[config.mk]
export PLATFORM = sky130hd
export DESIGN_NAME = vbs_ctrl
export DESIGN_NICKNAME = d
export VERILOG_FILES = /design/src/rtl/vbs_pkg.sv /design/src/rtl/vbs_period_timer.sv /design/src/rtl/vbs_frame_tracker.sv /design/src/rtl/vbs_ctrl.sv
export SDC_FILE = /design/constraint.sdc
export NUM_CORES = 1
export LEC_CHECK = 0
export BUFFER_PORTS_ARGS = -buffer_cell sky130_fd_sc_hd__buf_2
export CAP_MARGIN = 20
export CORE_ASPECT_RATIO = 2
export CORE_UTILIZATION = 40
export DETAILED_ROUTE_END_ITERATION = 7
export PLACE_DENSITY = 0.6
export SETUP_SLACK_MARGIN = 0.5
export SLEW_MARGIN = 20
export SYNTH_ARGS = -nofsm -noshare
export SYNTH_HDL_FRONTEND = slang
export SYNTH_SLANG_ARGS = --single-unit
[constraint.sdc]
create_clock -name clk -period 3.75 [get_ports clk]
set_input_delay 0.5625 -clock clk [delete_from_list [all_inputs] [get_ports clk]]
set_output_delay 0.5625 -clock clk [all_outputs]
set_load 0.02 [all_outputs]
[src/rtl/vbs_pkg.sv]
package vbs_pkg;

  // Length of the next interval: a period of 0 acts as 1, lateness shortens
  // the interval but never below one cycle.
  function automatic logic [31:0] interval_len(input logic [31:0] per,
                                               input logic [31:0] late);
    logic [31:0] p;
    p = (per == 32'd0) ? 32'd1 : per;
    if (late >= p) return 32'd1;
    return p - late;
  endfunction

  // Swap gating: always with setting 0, otherwise on a change of skip state
  // qualified by (setting != 1) xor previous skip state.
  function automatic logic swap_rule(input logic set_zero,
                                     input logic set_one,
                                     input logic prev_skip,
                                     input logic cur_skip);
    if (set_zero) return 1'b1;
    return (prev_skip != cur_skip) && ((!set_one) ^ prev_skip);
  endfunction

endpackage

[src/rtl/vbs_period_timer.sv]
module vbs_period_timer #(
  parameter int PW = 16
) (
  input  logic          clk,
  input  logic          rst_n,
  input  logic [PW-1:0] period_i,
  input  logic [PW-1:0] late_i,
  output logic          tick_o
);
  import vbs_pkg::*;

  logic [PW-1:0] elapsed_q;
  logic [PW-1:0] next_len_q;
  logic          first_q;
  logic [PW-1:0] limit;
  logic [PW-1:0] adj_len;

  always_comb begin
    limit   = first_q ? PW'(interval_len(32'(period_i), 32'd0)) : next_len_q;
    adj_len = PW'(interval_len(32'(period_i), 32'(late_i)));
    tick_o  = (elapsed_q == limit - PW'(1));
  end

  always_ff @(posedge clk or negedge rst_n) begin
    if (!rst_n) begin
      elapsed_q  <= '0;
      next_len_q <= PW'(1);
      first_q    <= 1'b1;
    end else if (tick_o) begin
      elapsed_q  <= '0;
      next_len_q <= adj_len;
      first_q    <= 1'b0;
    end else begin
      elapsed_q  <= elapsed_q + PW'(1);
    end
  end

  AST_ELAPSED_BELOW_LIMIT: assert property (@(posedge clk) disable iff (!rst_n)
    elapsed_q < limit);

  AST_NEXT_LEN_NONZERO: assert property (@(posedge clk) disable iff (!rst_n)
    next_len_q != '0);

endmodule

[src/rtl/vbs_frame_tracker.sv]
module vbs_frame_tracker #(
  parameter int FW = 8
) (
  input  logic          clk,
  input  logic          rst_n,
  input  logic          tick_i,
  input  logic [FW-1:0] setting_i,
  output logic          skip_o,
  output logic          swap_now_o
);
  import vbs_pkg::*;

  logic [FW-1:0] frame_q;
  logic          cur_q;
  logic          prev_q;
  logic [FW-1:0] frame_nx;
  logic          cur_nx;

  always_comb begin
    frame_nx   = frame_q + FW'(1);
    cur_nx     = |(frame_nx & setting_i);
    swap_now_o = tick_i && swap_rule(setting_i == '0, setting_i == FW'(1), cur_q, cur_nx);
  end

  always_ff @(posedge clk or negedge rst_n) begin
    if (!rst_n) begin
      frame_q <= '0;
      cur_q   <= 1'b0;
      prev_q  <= 1'b0;
    end else if (tick_i) begin
      frame_q <= frame_nx;
      prev_q  <= cur_q;
      cur_q   <= cur_nx;
    end
  end

  assign skip_o = cur_q;

  AST_SKIP_HELD: assert property (@(posedge clk) disable iff (!rst_n)
    !tick_i |=> $stable(cur_q));

  AST_ZERO_SETTING_NO_SKIP: assert property (@(posedge clk) disable iff (!rst_n)
    (tick_i && setting_i == '0) |=> !cur_q);

  AST_PREV_TRACKS_CUR: assert property (@(posedge clk) disable iff (!rst_n)
    tick_i |=> (prev_q == $past(cur_q)));

endmodule

[src/rtl/vbs_ctrl.sv]
module vbs_ctrl #(
  parameter int PW = 16,
  parameter int FW = 8
) (
  input  logic          clk,
  input  logic          rst_n,
  input  logic [PW-1:0] period_i,
  input  logic [PW-1:0] late_i,
  input  logic [FW-1:0] frame_skip_i,
  output logic          vblank_irq_top_o,
  output logic          vblank_irq_bot_o,
  output logic          swap_o,
  output logic          skip_frame_o
);

  logic tick;
  logic swap_now;

  vbs_period_timer #(.PW(PW)) u_timer (
    .clk      (clk),
    .rst_n    (rst_n),
    .period_i (period_i),
    .late_i   (late_i),
    .tick_o   (tick)
  );

  vbs_frame_tracker #(.FW(FW)) u_frames (
    .clk        (clk),
    .rst_n      (rst_n),
    .tick_i     (tick),
    .setting_i  (frame_skip_i),
    .skip_o     (skip_frame_o),
    .swap_now_o (swap_now)
  );

  always_ff @(posedge clk or negedge rst_n) begin
    if (!rst_n) begin
      vblank_irq_top_o <= 1'b0;
      vblank_irq_bot_o <= 1'b0;
      swap_o           <= 1'b0;
    end else begin
      vblank_irq_top_o <= tick;
      vblank_irq_bot_o <= tick;
      swap_o           <= swap_now;
    end
  end

  AST_IRQS_TOGETHER: assert property (@(posedge clk) disable iff (!rst_n)
    vblank_irq_top_o == vblank_irq_bot_o);

  AST_SWAP_WITH_VBLANK: assert property (@(posedge clk) disable iff (!rst_n)
    swap_o |-> vblank_irq_top_o);

  AST_ZERO_SETTING_SWAPS: assert property (@(posedge clk) disable iff (!rst_n)
    (tick && frame_skip_i == '0) |=> swap_o);

  AST_IRQ_ONLY_ON_TICK: assert property (@(posedge clk) disable iff (!rst_n)
    !tick |=> !vblank_irq_top_o);

endmodule

==> out/metrics.cfg <==
[cells_and_area]
drive_gt1_share_pct = 28.8
area_growth_pct = 25.0
design_area_um2 = 5190
layout_commonest_cell = nor2_1
layout_common_cells = 45 x nor2_1, 44 x inv_1, 43 x buf_2, 42 x dfrtp_1, 40 x buf_4
antennaDiodeCount = 0
final_core_util_pct = 51.5
final_net_count = 625

[clock_network]
cts_max_level = 2
clk_latency_ns = 0.29
cts_tree = built
clockBufferDepth = 2
clk_pin_slew_ns = 0.07
cts_buffers = 5
clock_sinks = 44
root_buffer = clkbuf_16

[grt]
grt_pass1_vias = 3736
antenna_found_initial = 0
grt_pass1_wl_um = 17300
grt-ovfl-total = 0
grt_max_degree = 45
grt_use_total_pct = 21.0

[detailed_routing]
ant_nets = 0
postRouteWirelength_um = 11300
drt_iter0_drc = 154
firstDrtPassIters = 4
drc_errors = 0
avgRoutedWirePerCell_um = 16.6
viasPerCell = 5.33
vias = 3644

[placement]
gp_congestion = 0.842
dpl.hpwl_um = 8570
io_buffers = 45
dpl_cell_area_um2 = 4680

[sta]
setup_viol = 0
rsz0062_at_grt = yes
post-route-period-util_pct = 86.9
finalHoldViolations = 0
timing.setup.tns_ns = 0
finClkSkew_ns = 0.00874
final_max_slew_viol_count = 0
tightestPinTransition_ns = 0.563
clock.fmax_mhz = 307
relSlewSlack_pct = 61.5
whs_ns = 0.261
fin_crit_ns = 3.26

[critical_path]
crit_fanout = 4
critPathLaunchType = input pin
worstPathArrival_ns = 3.43
endpoint_kind = flop
critPathKind = in -> reg
cp.required_ns = 3.93

[yosys]
ys_top_cells_by_area = dfrtp_1 25%, ha_1 10%, xnor2_1 8.4%, xor2_1 4.2%, nor2_1 4.2%
ys.flop_type = dfrtp_1
synthDistinctLibCells = 64
synth_compound_area_share_pct = 13.8
synth_xor_area_share_pct = 12.6
synthArstFlopShare_pct = 100
synth_fa_ha_area_share_pct = 10.7
synthCells = 479
synth_top_area_share_pct = 25.3
ys_ff_latch = 44
yosys.area_share.simple_pct = 19.1
avgSynthCellArea_um2 = 8.68
synth_top_area_cell = dfrtp_1
synth_warnings = 0
synth_edf_count = 0
synth_top_family_by_area = simple AND/OR/NAND/NOR gates
synth.area.mux_share_pct = 9.54
synth_area_um2 = 4160
syn_nets = 556
yosysSeqAreaShare_pct = 26.6

[flow_run]
max-cap-violations = 0

[power]
ir_worst_vdd_v = 0.000220
p_total_mw = 1.90
cellPowerDensity_nw_per_um2 = 366
cellLeakagePower_nw = 2.38

[floorplan]
die_y_um = 146
fp.dieW_um = 74.1
design.die.area_um2 = 10800
initial_utilization_pct = 41.2
design.core.area_um2 = 10100
ios = 46
num_rows = 52

[run_status]
outcome = completed

[hold_path]
hold_path.class = in -> async

## worst paths after layout
path                                                       from                                 end  slack [ns]  cells after the start
worst max register to register      u_timer.first_q$_DFFE_PN1N_  u_timer.next_len_q[11]$_DFFE_PN0N_        0.55                     10
max in group asynchronous                                 rst_n   u_timer.next_len_q[0]$_DFFE_PN1N_        3.09                      1
worst min-delay path                                      rst_n   u_timer.next_len_q[1]$_DFFE_PN0N_        0.26                      1
worst max-delay path                               period_i[13]  u_timer.next_len_q[14]$_DFFE_PN0N_        0.49                     17
worst min register to register  u_frames.frame_q[7]$_DFFE_PN0N_     u_frames.frame_q[7]$_DFFE_PN0N_        0.50                      1
min in group clk                u_frames.frame_q[7]$_DFFE_PN0N_     u_frames.frame_q[7]$_DFFE_PN0N_        0.50                      1
## critical path: stages
cell and delay [ns]:
buf_2 0.11, nor4_4 0.04, buf_4 0.14, a41o_4 0.23
buf_4 0.14, inv_1 0.05, ha_2 0.18, inv_1 0.05
fa_2 0.34, a21o_1 0.21, a311oi_2 0.38, nor2_2 0.10
o21ba_4 0.22, a31oi_1 0.20, xor2_1 0.15, nor2_1 0.05
mux2_4 0.25
## flip-flops by register name, indices dropped and copies added, names as in the netlist
register and cells:
u_timer.elapsed_q 16, u_timer.next_len_q 16, u_frames.frame_q 8, swap_o 1, u_frames.skip_o 1, u_timer.first_q 1, vblank_irq_top_o 1
## where the power goes
group	leakage [nW]	internal (mW)	switching [mW]
logic	1.75	0.398	0.423
clock network	0.0669	0.246	0.191
registers	0.561	0.546	0.0954
## layout make-up
cell class | count | area (um2)
inverters | 44 | 165
repair buffers | 91 | 651
clock inverters | 2 | 12.5
fillers | 973 | 4890
well taps | 135 | 169
clock buffers | 6 | 129
multi-input cells | 362 | 2960
flip-flops and latches | 44 | 1100
## layer usage
layer / track usage [%] / vias to the layer above / wire (um)
met5: 0 / - / 0
met4: 12.0 / 0 / 601
met3: 2.55 / 33 / 308
met2: 39.8 / 85 / 6460
met1: 20.4 / 1733 / 3970
li1: - / 1793 / -
## logic make-up after synthesis
logic type               count (synthesis)
buffers and inverters                   73
AND/OR/NAND/NOR                        151
adder cells (fa/ha/maj)                 35
multiplexers                            34
flip-flops                              44
AO/OA/AOI/OAI                           82
XOR/XNOR                                60
## Yosys cell counts, types with 5 or more instances
cell and count:
a211oi_1 9, a21o_1 5, a21oi_1 20, and3_1 9
clkbuf_1 19, dfrtp_1 42, ha_1 34, inv_1 44
mux2_1 6, mux2_4 9, mux2i_1 16, nand2_1 18
nand3_1 18, nor2_1 46, nor2b_1 7, nor3_1 13
nor4_1 7, o21ai_0 11, or2_2 5, xnor2_1 40
xor2_1 20
## what timing repair did
action	4_1_cts	5_1_grt
setup buffers	2	8
hold buffers	0	0
endpoints found under the setup margin	32	37
pin swaps	4	20
resized for setup	7	42
cloned	0	4
## stage by stage
step           std cells  worst slack [ns]
6_report             684             0.493
5_1_grt              684             0.415
4_1_cts              672             0.483
3_5_place_dp         662           -0.0216
3_3_place_gp         662            0.0372
2_1_floorplan        479             0.516
No activity file was read; power rests on OpenSTA's default activity.
